--- config.mk ---
export PLATFORM = sky130hd
export DESIGN_NAME = refclk_guard
export DESIGN_NICKNAME = d
export VERILOG_FILES = /design/src/rtl/refclk_guard_pkg.sv /design/src/rtl/rcg_sync.sv /design/src/rtl/rcg_stuck_mon.sv /design/src/rtl/rcg_select.sv /design/src/rtl/refclk_guard.sv
export SDC_FILE = /design/constraint.sdc
export NUM_CORES = 1
export LEC_CHECK = 0
export BUFFER_PORTS_ARGS = -buffer_cell sky130_fd_sc_hd__buf_4
export CAP_MARGIN = 20
export CELL_PAD_IN_SITES_DETAIL_PLACEMENT = 1
export CELL_PAD_IN_SITES_GLOBAL_PLACEMENT = 2
export CORE_UTILIZATION = 36
export CTS_CLUSTER_DIAMETER = 100
export DETAILED_ROUTE_END_ITERATION = 10
export PLACE_DENSITY = 0.86
export SLEW_MARGIN = 10
export SYNTH_ARGS = -nofsm -noshare
export SYNTH_HDL_FRONTEND = slang
export SYNTH_SLANG_ARGS = --single-unit
--- constraint.sdc ---
create_clock -name clk -period 3.9 [get_ports clk]
set_clock_uncertainty 0.1 [all_clocks]
set_input_delay 0.78 -clock clk [delete_from_list [all_inputs] [get_ports clk]]
set_output_delay 0.78 -clock clk [all_outputs]
set_load 0.01 [all_outputs]
--- src/rtl/refclk_guard_pkg.sv ---
package refclk_guard_pkg;

  localparam int unsigned NUM_REFS = 2;

  // Next value of a hold counter: cleared on a level change, else saturating count.
  function automatic logic [31:0] hold_next(input logic [31:0] cur,
                                            input logic        changed,
                                            input logic [31:0] ceiling);
    if (changed)          return 32'd0;
    else if (cur >= ceiling) return ceiling;
    else                  return cur + 32'd1;
  endfunction

  // An input is dead once its hold time has gone past the limit.
  function automatic logic past_limit(input logic [31:0] held,
                                      input logic [31:0] lim);
    return held > lim;
  endfunction

endpackage

--- src/rtl/rcg_sync.sv ---
module rcg_sync #(
  parameter int unsigned STAGES = 2
) (
  input  logic clk,
  input  logic rst_n,
  input  logic din,
  output logic lvl,
  output logic toggled
);
  localparam int unsigned DEPTH = STAGES + 1;

  logic [DEPTH-1:0] pipe;

  always_ff @(posedge clk) begin
    if (!rst_n) pipe <= '0;
    else        pipe <= {pipe[DEPTH-2:0], din};
  end

  assign lvl     = pipe[STAGES-1];
  assign toggled = pipe[STAGES-1] ^ pipe[STAGES];

endmodule

--- src/rtl/rcg_stuck_mon.sv ---
module rcg_stuck_mon
  import refclk_guard_pkg::*;
#(
  parameter int unsigned CNT_W = 16
) (
  input  logic             clk,
  input  logic             rst_n,
  input  logic             alarm_clr_n,
  input  logic             toggled,
  input  logic [CNT_W-1:0] limit,
  output logic             bad
);
  localparam logic [31:0] CEIL = (CNT_W >= 32) ? 32'hFFFF_FFFF : ((32'd1 << CNT_W) - 32'd1);

  logic [CNT_W-1:0] held;
  logic             expired;

  assign expired = past_limit(32'(held), 32'(limit));

  always_ff @(posedge clk) begin
    if (!rst_n || !alarm_clr_n) begin
      held <= '0;
      bad  <= 1'b0;
    end else begin
      held <= CNT_W'(hold_next(32'(held), toggled, CEIL));
      bad  <= bad | expired;
    end
  end

  // a raised flag survives while no alarm clear is applied
  a_r4_flag_sticky: assert property (@(posedge clk) disable iff (!rst_n)
    (bad && alarm_clr_n) |=> bad);

  // alarm clear empties the flag
  a_r5_alarm_clears: assert property (@(posedge clk) disable iff (!rst_n)
    !alarm_clr_n |=> !bad);

  // a level change restarts the hold time
  a_r2_change_restarts: assert property (@(posedge clk) disable iff (!rst_n)
    toggled |=> (held == '0));

  // a flag can only rise after the hold counter went past the limit
  a_r3_rise_needs_expiry: assert property (@(posedge clk) disable iff (!rst_n)
    (!bad && alarm_clr_n && !expired) |=> !bad);

endmodule

--- src/rtl/rcg_select.sv ---
module rcg_select (
  input  logic clk,
  input  logic rst_n,
  input  logic alarm_clr_n,
  input  logic manual_hold,
  input  logic pick_in1,
  input  logic bad0,
  input  logic bad1,
  output logic sel1
);
  logic cur_bad;
  logic alt_bad;
  logic fail_over;

  assign cur_bad   = sel1 ? bad1 : bad0;
  assign alt_bad   = sel1 ? bad0 : bad1;
  assign fail_over = !manual_hold && cur_bad && !alt_bad;

  always_ff @(posedge clk) begin
    if (!rst_n || !alarm_clr_n) sel1 <= pick_in1;
    else if (manual_hold)       sel1 <= pick_in1;
    else if (fail_over)         sel1 <= ~sel1;
  end

  // manual hold makes the selection track the pin
  a_r9_hold_tracks_pin: assert property (@(posedge clk) disable iff (!rst_n)
    manual_hold |=> (sel1 == $past(pick_in1)));

  // selected input bad, other healthy -> switch
  a_r6_failover: assert property (@(posedge clk) disable iff (!rst_n)
    (alarm_clr_n && !manual_hold && (sel1 ? bad1 : bad0) && !(sel1 ? bad0 : bad1))
      |=> (sel1 != $past(sel1)));

  // both bad -> selection frozen
  a_r7_both_bad_stays: assert property (@(posedge clk) disable iff (!rst_n)
    (alarm_clr_n && !manual_hold && bad0 && bad1) |=> $stable(sel1));

  // healthy selected input in automatic mode -> selection frozen
  a_r8_no_spurious_move: assert property (@(posedge clk) disable iff (!rst_n)
    (alarm_clr_n && !manual_hold && !(sel1 ? bad1 : bad0)) |=> $stable(sel1));

  // alarm clear reloads from the pin
  a_r5_alarm_reload: assert property (@(posedge clk) disable iff (!rst_n)
    !alarm_clr_n |=> (sel1 == $past(pick_in1)));

endmodule

--- src/rtl/refclk_guard.sv ---
module refclk_guard
  import refclk_guard_pkg::*;
#(
  parameter int unsigned CNT_W     = 16,
  parameter int unsigned SYNC_STGS = 2
) (
  input  logic             clk,
  input  logic             rst_n,
  input  logic             ref0_smp,
  input  logic             ref1_smp,
  input  logic             pick_in1,
  input  logic             manual_hold,
  input  logic             alarm_clr_n,
  input  logic [CNT_W-1:0] limit0,
  input  logic [CNT_W-1:0] limit1,
  output logic             ref0_bad,
  output logic             ref1_bad,
  output logic             using_ref1
);
  logic [NUM_REFS-1:0] raw;
  logic [NUM_REFS-1:0] lvl;
  logic [NUM_REFS-1:0] toggled;
  logic [NUM_REFS-1:0] bad;
  logic [CNT_W-1:0]    lim [NUM_REFS];

  assign raw    = {ref1_smp, ref0_smp};
  assign lim[0] = limit0;
  assign lim[1] = limit1;

  for (genvar i = 0; i < NUM_REFS; i++) begin : g_ch
    rcg_sync #(.STAGES(SYNC_STGS)) u_sync (
      .clk     (clk),
      .rst_n   (rst_n),
      .din     (raw[i]),
      .lvl     (lvl[i]),
      .toggled (toggled[i])
    );

    rcg_stuck_mon #(.CNT_W(CNT_W)) u_mon (
      .clk         (clk),
      .rst_n       (rst_n),
      .alarm_clr_n (alarm_clr_n),
      .toggled     (toggled[i]),
      .limit       (lim[i]),
      .bad         (bad[i])
    );
  end

  rcg_select u_sel (
    .clk         (clk),
    .rst_n       (rst_n),
    .alarm_clr_n (alarm_clr_n),
    .manual_hold (manual_hold),
    .pick_in1    (pick_in1),
    .bad0        (bad[0]),
    .bad1        (bad[1]),
    .sel1        (using_ref1)
  );

  assign ref0_bad = bad[0];
  assign ref1_bad = bad[1];

  // a fault on the unselected input never moves the selection
  a_r10_unselected_fault: assert property (@(posedge clk) disable iff (!rst_n)
    (alarm_clr_n && !manual_hold && (using_ref1 ? !ref1_bad : !ref0_bad))
      |=> $stable(using_ref1));

  // outputs are quiet right after reset
  a_r1_reset_clears: assert property (@(posedge clk)
    !rst_n |=> (!ref0_bad && !ref1_bad));

endmodule

==> run metrics, run 1 <==
status=finished clean; final max-slew violation count=0; post-synthesis mux area share=0.00394; register area share after synthesis=0.327; die area=0.00739 mm²; IO Port Bufs=41; final WL=6170 µm; Max stage delay on crit path=560 ps; area of placed instances=0.00294 mm²; Mapped Nets=376; Area Growth Syn to Fin=20.5%; Root Driver=clkbuf_8; CTS buffer count=5; Worst VDD drop=0.155 mV; drt wl/cell=14.0 µm; Final Wtd Congestion=0.736; Critical Path RT=4020 ps; Synth Warn #=0; met1 WL=3130 µm; Pre-antenna DRT Iters=4; largest family of logic cells by synthesized area=simple AND/OR/NAND/NOR gates; Slew headroom=0.547; die height=86.0 µm; 1st-iter DRT viols=74; final setup violation count=0; Core Rows=30; CP max-delay cell=nand4_1; worst slew pin tran=677 ps; Tmin final=2250 ps; CP Launch Type=flip-flop; post-synthesis adder-cell area fraction=0.168; CTS tree=done; gr ovfl total=0; Mapped Area=0.00254 mm²; synth unique cells=40; Max clock buf depth=2; Core Area=0.00679 mm²; largest net degree at the start of global routing=17; clk sinks=41; max cap viols=0; Post-synth top flop=dfxtp_1; EDFF count, synth=1; CTS clock-pin slew for the worst setup and hold paths=80 ps; fin crit share=0.576; top routing layer used=met4; HPWL Detailed=4810 µm; fillers=830; post-cts resize count=0; Max Freq=445 MHz; vias in the first global route=2240; Yosys top cell area share=0.316; metal2 WL=2750 µm; CTS H-Tree Depth=2; Critical Path AT=2370 ps; Async SR Flop Fraction=0; Leakage Power=1.32 nW; Synth Area in Simple Gates=0.206; multi-input logic area=0.00154 mm²; Nets=418; setup TNS=0 ps; Post-CTS Setup Inserts=0; Clk Latency, worst-skew pair=300 ps; DR DRC count=0; wire length of the first global-routing pass=10400 µm; Compound-Gate Fraction of Synth Area=0.165; Via density=5.18; fin area=0.00306 mm²; Die Span X=86.0 µm; CP Capture Type=flip-flop; cell with the most instances on the worst path=nand4_1; met3 WL=224 µm; power per cell area=285 mW/mm²; register area=831 µm²; CP Class=reg -> reg; share of cells above drive strength 1=0.153; initial core utilization=0.373; Post-Synth XOR/XNOR Area=0.0656; Mapped Cells=303; crit path max fanout=13; Hold Crit Class=reg -> reg; final number of hold-violating endpoints=0; antenna-violating nets left=0; synthesized flop and latch total=41; ant diodes=0; Total GRT Usage=0.178; initial antenna violation count=0; hold-fix buffers at CTS=0; I/O pin total=42; Area contributors post-synth=dfxtp_1 (32%), ha_1 (17%), a21oi_1 (7.5%), xnor2_1 (5.5%), inv_1 (5.5%); syn avg cell area=8.37 µm²; routed vias=2291; area leader, netlist=dfxtp_1; RSZ-0062 raised after global routing=false; critical path cell sequence=ha_1 > nand4_1 > nor2_1 > nand4_1 > a21oi_1
[power breakdown]
part,internal (W),leakage (nW),switching (W)
Sequential,0.000425,0.334,0.00000427
Combinational,0.0000430,0.925,0.0000362
Clock,0.000209,0.0585,0.000154
[cell type report]
cell class              instances  area share
flip-flops and latches         41       0.272
clock inverters                 1     0.00982
inverters                      37      0.0454
well taps                      96      0.0393
multi-input cells             219       0.505
clock buffers                   7      0.0282
repair buffers                 41       0.101
[layout by cell type, fill, tap and decap left out, types with 6 or more instances in the layout]
cell type  Yosys  final
buf_4          0     41
dfxtp_1       40     40
a21oi_1       38     38
inv_1         37     37
ha_1          34     34
nand2_1       20     20
xnor2_1       16     16
nand3_1       11     11
nand4_1       11     11
nor2_1        11     11
nor3_1         8      8
o21ai_0        8      8
a211oi_1       7      7
and3_1         6      6
a31oi_1        6      6
and2_1         6      6
clkbuf_8       0      6
[metrics by stage]
step	hold WS, ps	setup WS [ps]	instances	util	power [W]
final	345	1650	442	0.450	0.000871
after CTS	348	1640	442	0.450	0.000884
after global routing	373	1430	442	0.450	0.000914
after detailed placement	322	1390	434	0.433	0.000520
after floorplan	312	1630	303	-	0.000476
after global placement	314	1440	434	0.433	0.000517
[cell usage after synthesis (2+ instances only)]
master	n
a211oi_1	7
a21o_1	3
a21oi_1	38
a31oi_1	6
a41o_1	2
and2_1	6
and3_1	6
and4_1	2
and4b_1	3
buf_2	2
clkbuf_1	4
dfxtp_1	40
ha_1	34
inv_1	37
nand2_1	20
nand3_1	11
nand4_1	11
nor2_1	11
nor2b_1	4
nor3_1	8
nor4_1	4
o211ai_1	2
o21ai_0	8
xnor2_1	16
xor2_1	3
[metal layers]
metal / vias up / GRT usage
met5: - / 0
met4: 0 / 0.0515
met3: 7 / 0.0375
met2: 33 / 0.281
met1: 1080 / 0.243
li1: 1171 / -
[logic make-up (layout without fill, tap and decap cells)]
group	Yosys count	after routing
compound gates	71	71
xor+xnor	19	19
fa+ha+maj	34	34
buf+inv	43	86
flops	41	41
mux	1	1
simple gates	94	94
[worst max-delay path, delay by kind of cell (launching register included)]
kind	cells	cell delay [ps]
and+or+nand+nor	3	1110
DFF	1	400
AOI/OAI and AO/OA	1	320
adders and majority gates	1	240
[path summary, 6_finish.rpt]
| kind | start | endpoint | slack, ps | cells after the start |
|---|---|---|---|---|
| worst max-delay path | g_ch[0].u_mon.held[0] | g_ch[0].u_mon.held[7] | 1650 | 5 |
| worst min-delay path | g_ch[0].u_sync.pipe[0] | g_ch[0].u_sync.pipe[1] | 340 | 1 |
| worst max register to register | g_ch[0].u_mon.held[0] | g_ch[0].u_mon.held[7] | 1650 | 5 |
| worst min register to register | g_ch[0].u_sync.pipe[0] | g_ch[0].u_sync.pipe[1] | 340 | 1 |
[sequential cells by signal (all words and copies together) (netlist names)]
signal            flops
g_ch.u_mon.held      32
g_ch.u_mon.bad        2
u_sel.sel1            1
g_ch.u_sync.pipe      6
(Power assumes the default switching activity.)
==> inputs of run 2 (changes only) <==
- ABC_AREA: default -> 1
- CORE_UTILIZATION: 36 -> 32
- PLACE_DENSITY: 0.86 -> 0.8
- clock period: 3.9 -> 2.1 ns (I/O delays scaled with it)
==> run metrics, run 2 <==
Die Span X=95.5 µm (+11%); gr ovfl total=0 (unchanged); syn avg cell area=7.22 µm² (-14%); Core Rows=33 (+10%); ant diodes=0 (unchanged); synth unique cells=35 (-13%); Critical R2R Capture=g_ch[1].u_mon.held[11]; Final Wtd Congestion=0.767 (+4.1%); max cap viols=0 (unchanged); 1st-iter DRT viols=9 (-88%); share of cells above drive strength 1=0.171 (+0.0173); Mapped Nets=461 (+23%); initial antenna violation count=0 (unchanged); clock power share=0.355 (-0.061); final max-slew violation count=0 (unchanged); Hold Path End=g_ch[0].u_sync.pipe[0]; Layout Cells excl Fill=539 (+22%); status=finished clean; crit path max fanout=15 (+2); Biggest register=g_ch.u_mon.held; worst reg-to-reg path cell count=9 (+4); top-count cell post-synth=nand2_1; Max Freq=558 MHz (+25%); CTS tree=done; Slew headroom=0.629 (+0.0819); P_sw=0.000350 W (+80%); Worst VDD drop=0.251 mV (+62%); Root Driver=clkbuf_8; most common cell after layout, fill and taps aside=nand2_1; DR DRC count=0 (unchanged); die area=0.00913 mm² (+24%); CTS H-Tree Depth=2 (unchanged); Via density=4.63 (-11%); fillers=1093 (+32%); Async SR Flop Fraction=0 (unchanged); CP Class=reg -> reg; CTS buffer count=5 (unchanged); fin crit share=0.854 (+0.277); final WL=6130 µm (-0.73%); routed vias=2494 (+8.9%); Yosys top cell area share=0.286 (-0.0296); FF-to-FF Start=g_ch[1].u_mon.held[0]; combinational power share=0.107 (+0.016); Post-CTS Setup Inserts=0 (unchanged); antenna-violating nets left=0 (unchanged); Clk Latency, worst-skew pair=290 ps (about the same); synthesized flop and latch total=41 (unchanged); register area share after synthesis=0.297 (-0.0307); Tmin final=1790 ps (-455 ps); Pint=0.00113 W (+68%); hold-fix buffers at CTS=0 (unchanged); Mapped Area=0.00280 mm² (+10%); placed cells=532 (+23%); hold path depth=3 (+2); wire length of the first global-routing pass=10800 µm (+3.4%); CP Launch Type=flip-flop; clk sinks=41 (unchanged); I/O pin total=42 (unchanged); area leader, netlist=dfxtp_1; Critical Path AT=1930 ps (-440 ps); IO Port Bufs=41 (unchanged); worst slew pin tran=556 ps (-122 ps); final setup violation count=0 (unchanged); setup TNS=0 ps (unchanged); Nets=507 (+21%); Area contributors post-synth=dfxtp_1 (29%), ha_1 (15%), nand2_1 (12%), inv_1 (11%), a21oi_1 (4.6%); Total GRT Usage=0.151 (-0.0267); largest net degree at the start of global routing=16 (-1); r2r setup slk=310 ps (-1350 ps); sw frac=0.236 (+0.0131); Synth Warn #=0 (unchanged); CP Capture Type=flip-flop; Critical Path RT=2240 ps (-1780 ps); Mapped Cells=388 (+28%); post-cts resize count=0 (unchanged); drt wl/cell=11.4 µm (-19%); Leakage Power=1.69 nW (+28%); Hold Crit Class=in -> reg; Pre-antenna DRT Iters=2 (-2); most frequent cells in the layout=nand2_1 (88), inv_1 (79), buf_4 (44); most frequent cells after synthesis=nand2_1 (88), inv_1 (79), dfxtp_1 (40); sequential share of power=0.538 (+0.045); die height=95.5 µm (+11%); initial core utilization=0.336 (-0.0377); max FFs per register=32 (unchanged); HPWL Detailed=5170 µm (+7.5%); Max clock buf depth=2 (unchanged); final number of hold-violating endpoints=0 (unchanged); CTS clock-pin slew for the worst setup and hold paths=70 ps (about the same); vias in the first global route=2379 (+6.2%); min-delay src=ref0_smp; Core Area=0.00834 mm² (+23%); RSZ-0062 raised after global routing=false; Area Growth Syn to Fin=18.1%; biggest registers after layout=g_ch.u_mon.held (32), g_ch.u_sync.pipe (6), g_ch.u_mon.bad (2); Post-synth top flop=dfxtp_1; EDFF count, synth=1 (unchanged); power per cell area=449 mW/mm² (+58%)
==> run 2: cell types whose count changed after synthesis, sizes merged, moves of 5 or more <==
cell,delta
a211oi,-7
and2,-6
and3,-5
inv,+43
nand2,+72
nand3,+11
nand4,-5
nor2,+16
nor4,-5
xnor2,-10
xor2,+6
==> run 2: area by class of cell <==
class | instances | area, µm² | area share
multi-input cells | 262 | 1630 | 0.492
flip-flops and latches | 41 | 831 | 0.251
repair buffers | 44 | 330 | 0.0999
inverters | 80 | 300 | 0.0908
well taps | 105 | 131 | 0.0397
clock buffers | 7 | 86.3 | 0.0261
==> run 2: critical path, stage by stage (launching register included) <==
cell and delay (ps):
dfxtp_1 410, ha_1 210, nand2_1 110, nor3_4 170
nand2_2 100, nor2_4 130, nand3_4 230, nand3_1 170
nand2_1 60, inv_1 40
==> run 2: power by group through the flow <==
stage | registers (W) | logic (W) | clock network (W)
after global placement | 0.000817 | 0.000158 | 0
after global routing | 0.000800 | 0.000186 | 0.000585
final | 0.000799 | 0.000159 | 0.000527
after detailed placement | 0.000817 | 0.000164 | 0
after floorplan | 0.000815 | 0.0000812 | 0
after CTS | 0.000799 | 0.000165 | 0.000557
==> run 2: cell families (layout without fill, tap and decap cells) <==
kind of cell             after synthesis  count (layout)  share of synthesized area
flip-flops                            41              41                      0.297
buffers and inverters                 85             131                      0.122
XOR/XNOR                              15              15                     0.0469
adder cells (fa/ha/maj)               34              34                      0.152
AND/OR/NAND/NOR                      165             165                      0.272
AO/OA/AOI/OAI                         48              48                      0.110
==> run 2: how the worst max path moves through the flow <==
stage	startpoint	end	slack, ps	cells past startpoint
final	g_ch[1].u_mon.held[0]	g_ch[1].u_mon.held[11]	310	9
after global routing	g_ch[0].u_mon.held[9]	g_ch[0].u_mon.held[11]	150	8
after CTS	g_ch[1].u_mon.held[0]	g_ch[1].u_mon.held[11]	270	9
after detailed placement	g_ch[1].u_mon.held[0]	g_ch[1].u_mon.held[11]	290	9
after global placement	g_ch[1].u_mon.held[0]	g_ch[1].u_mon.held[13]	350	9
after floorplan	g_ch[1].u_mon.held[0]	g_ch[1].u_mon.held[7]	540	8
==> run 2: metal layers <==
metal	vias up	wire length, µm	GRT usage	share of wire
met1	1143	2860	0.184	0.47
met2	30	3040	0.275	0.50
met3	4	179	0.0247	0.029
met4	0	51	0.0336	0.0083
met5	-	0	0	0
li1	1317	-	-	-
==> run 2: metrics by stage <==
step / power, W / cell area (µm²) / worst slack, ps / util / hold WS, ps
CTS: 0.00152 / 3310 / 269 / 0.396 / 205
global placement: 0.000975 / 3220 / 354 / 0.386 / 300
global route: 0.00157 / 3310 / 149 / 0.396 / 201
floorplan: 0.000897 / 2800 / 543 / - / 290
detailed placement: 0.000981 / 3220 / 294 / 0.386 / 307
finish: 0.00148 / 3310 / 307 / 0.396 / 215
==> inputs of run 3 (changes only) <==
- ABC_AREA: 1 -> default
- CORE_UTILIZATION: 32 -> 33
==> run metrics, run 3 (synthesis results as in run 1) <==
status=finished clean; max FFs per register=32 (unchanged); IO Port Bufs=41 (unchanged); CTS H-Tree Depth=2 (unchanged); RSZ-0062 raised after global routing=false; Critical Path RT=2220 ps (-20 ps); most frequent cells in the layout=buf_4 (56), dfxtp_1 (40), a21oi_1 (38); most common cell after layout, fill and taps aside=buf_4; initial antenna violation count=0 (unchanged); wire length of the first global-routing pass=10800 µm (+0.83%); CP Capture Type=flip-flop; setup TNS=0 ps (unchanged); die area=0.00804 mm² (-12%); Max clock buf depth=2 (unchanged); max cap viols=0 (unchanged); clk sinks=41 (unchanged); Pre-antenna DRT Iters=4 (+2); sequential share of power=0.486 (-0.052); Slew headroom=0.685 (+0.0562); vias in the first global route=2267 (-4.7%); clock power share=0.419 (+0.064); Core Rows=31 (-6.1%); antenna-violating nets left=0 (unchanged); Final Util=0.434 (+0.0379); Max stage delay on crit path=560 ps (+150 ps); CP Launch Type=flip-flop; CTS clock-pin slew for the worst setup and hold paths=90 ps (+20 ps); critical path cell sequence=ha_1 > nand4_1 > or4_1 > a21o_1 > a311oi_1; CP max-delay cell=or4_1; final number of hold-violating endpoints=0 (unchanged); Worst VDD drop=0.296 mV (+18%); Tot Pwr=0.00164 W (+10%); multi-input logic area=0.00155 mm² (-4.8%); I/O pin total=42 (unchanged); HPWL Detailed=5050 µm (-2.2%); Biggest register=g_ch.u_mon.held; Hold Crit Class=in -> reg; ant diodes=0 (unchanged); combinational power share=0.095 (-0.012); P_sw=0.000376 W (+7.4%); CP Class=reg -> reg; initial core utilization=0.346 (+0.0104); Pint=0.00126 W (+11%); final setup violation count=0 (unchanged); power per cell area=515 mW/mm² (+15%); Final Wtd Congestion=0.775 (+1.1%); Tmin final=1900 ps (+104 ps); worst slew pin tran=468 ps (-87.6 ps); fillers=887 (-19%); final max-slew violation count=0 (unchanged); Core Area=0.00733 mm² (-12%); sw frac=0.230 (-0.00640); drt wl/cell=13.9 µm (+22%); routed vias=2330 (-6.6%); Leakage Power=1.39 nW (-18%); largest net degree at the start of global routing=17 (+1); DP Worst Slack=19.8 ps (-274 ps); Critical Path AT=2010 ps (+80 ps); Area Growth Syn to Fin=25.4%; final WL=6380 µm (+4.1%); Die Span X=89.7 µm (-6.1%); gr ovfl total=0 (unchanged); crit path max fanout=5 (-10); Clk Latency, worst-skew pair=300 ps (about the same); DR DRC count=0 (unchanged); Total GRT Usage=0.176 (+0.0249); Post-CTS Setup Inserts=0 (unchanged); Worst Hold Slack=219 ps (+3.66 ps); register area=831 µm² (unchanged); share of cells above drive strength 1=0.194 (+0.0234); Via density=5.07 (+9.5%); slack of the critical path=204 ps (-104 ps); fin crit share=0.903 (+0.0495); CTS buffer count=5 (unchanged); Max Freq=527 MHz (-5.5%); die height=89.7 µm (-6.1%); 1st-iter DRT viols=73 (+64); hold-fix buffers at CTS=0 (unchanged); Nets=433 (-15%); biggest registers after layout=g_ch.u_mon.held (32), g_ch.u_sync.pipe (6), g_ch.u_mon.bad (2); Root Driver=clkbuf_8; CTS tree=done
run 3: changes by cell type in the layout (fill, tap and decap cells not counted), moves of 7 or more:
cell	change
xnor2_1	+10
nand2_1	-68
nor2_1	-14
a211oi_1	+7
a21oi_1	+12
buf_4	+12
inv_1	-42
a21oi_2	-9
nand3_1	-11
run 3: final cells by class:
| cell class | count | share of cell area |
|---|---|---|
| clock inverters | 2 | 0.0118 |
| multi-input cells | 219 | 0.487 |
| inverters | 37 | 0.0436 |
| repair buffers | 56 | 0.132 |
| clock buffers | 6 | 0.0259 |
| flip-flops and latches | 41 | 0.261 |
| well taps | 99 | 0.0389 |
run 3: timing repair:
action / CTS / global route
endpoints found under the setup margin: 0 / 1
hold endpoints to repair: 0 / 0
gates resized for setup: 0 / 1
run 3: final timing paths:
| kind | from | to | slack [ps] | depth (start not counted) |
|---|---|---|---|---|
| max | g_ch[0].u_mon.held[14] | g_ch[0].u_mon.bad | 200 | 5 |
| min | ref0_smp | g_ch[0].u_sync.pipe[0] | 220 | 2 |
| max reg2reg | g_ch[0].u_mon.held[14] | g_ch[0].u_mon.bad | 200 | 5 |
| min reg2reg | g_ch[1].u_sync.pipe[0] | g_ch[1].u_sync.pipe[1] | 340 | 1 |
run 3: routing by layer:
| layer | wire [µm] | GRT usage |
|---|---|---|
| met1 | 3330 | 0.248 |
| met3 | 236 | 0.0347 |
| met2 | 2750 | 0.277 |
| met4 | 59 | 0.0390 |
| met5 | 0 | 0 |
run 3: critical path: cells and delay by family (launching register included):
family / cells / cell delay [ps]
AO/OA/AOI/OAI: 2 / 350
flip-flops: 1 / 360
AND/OR/NAND/NOR: 2 / 680
adder cells (fa/ha/maj): 1 / 320
run 3: power groups by stage:
stage          Sequential, W  Combinational [W]  Clock (W)
3_3_place_gp        0.000815           0.000152          0
6_report            0.000797           0.000156   0.000686
4_1_cts             0.000798           0.000159   0.000700
3_5_place_dp        0.000816           0.000157          0
2_1_floorplan       0.000816          0.0000679          0
5_1_grt             0.000799           0.000178   0.000737
run 3: through the flow:
step	std cells	area (µm²)
2_1_floorplan	303	2540
4_1_cts	460	3180
3_3_place_gp	452	3060
5_1_grt	460	3180
6_report	460	3180
3_5_place_dp	452	3060
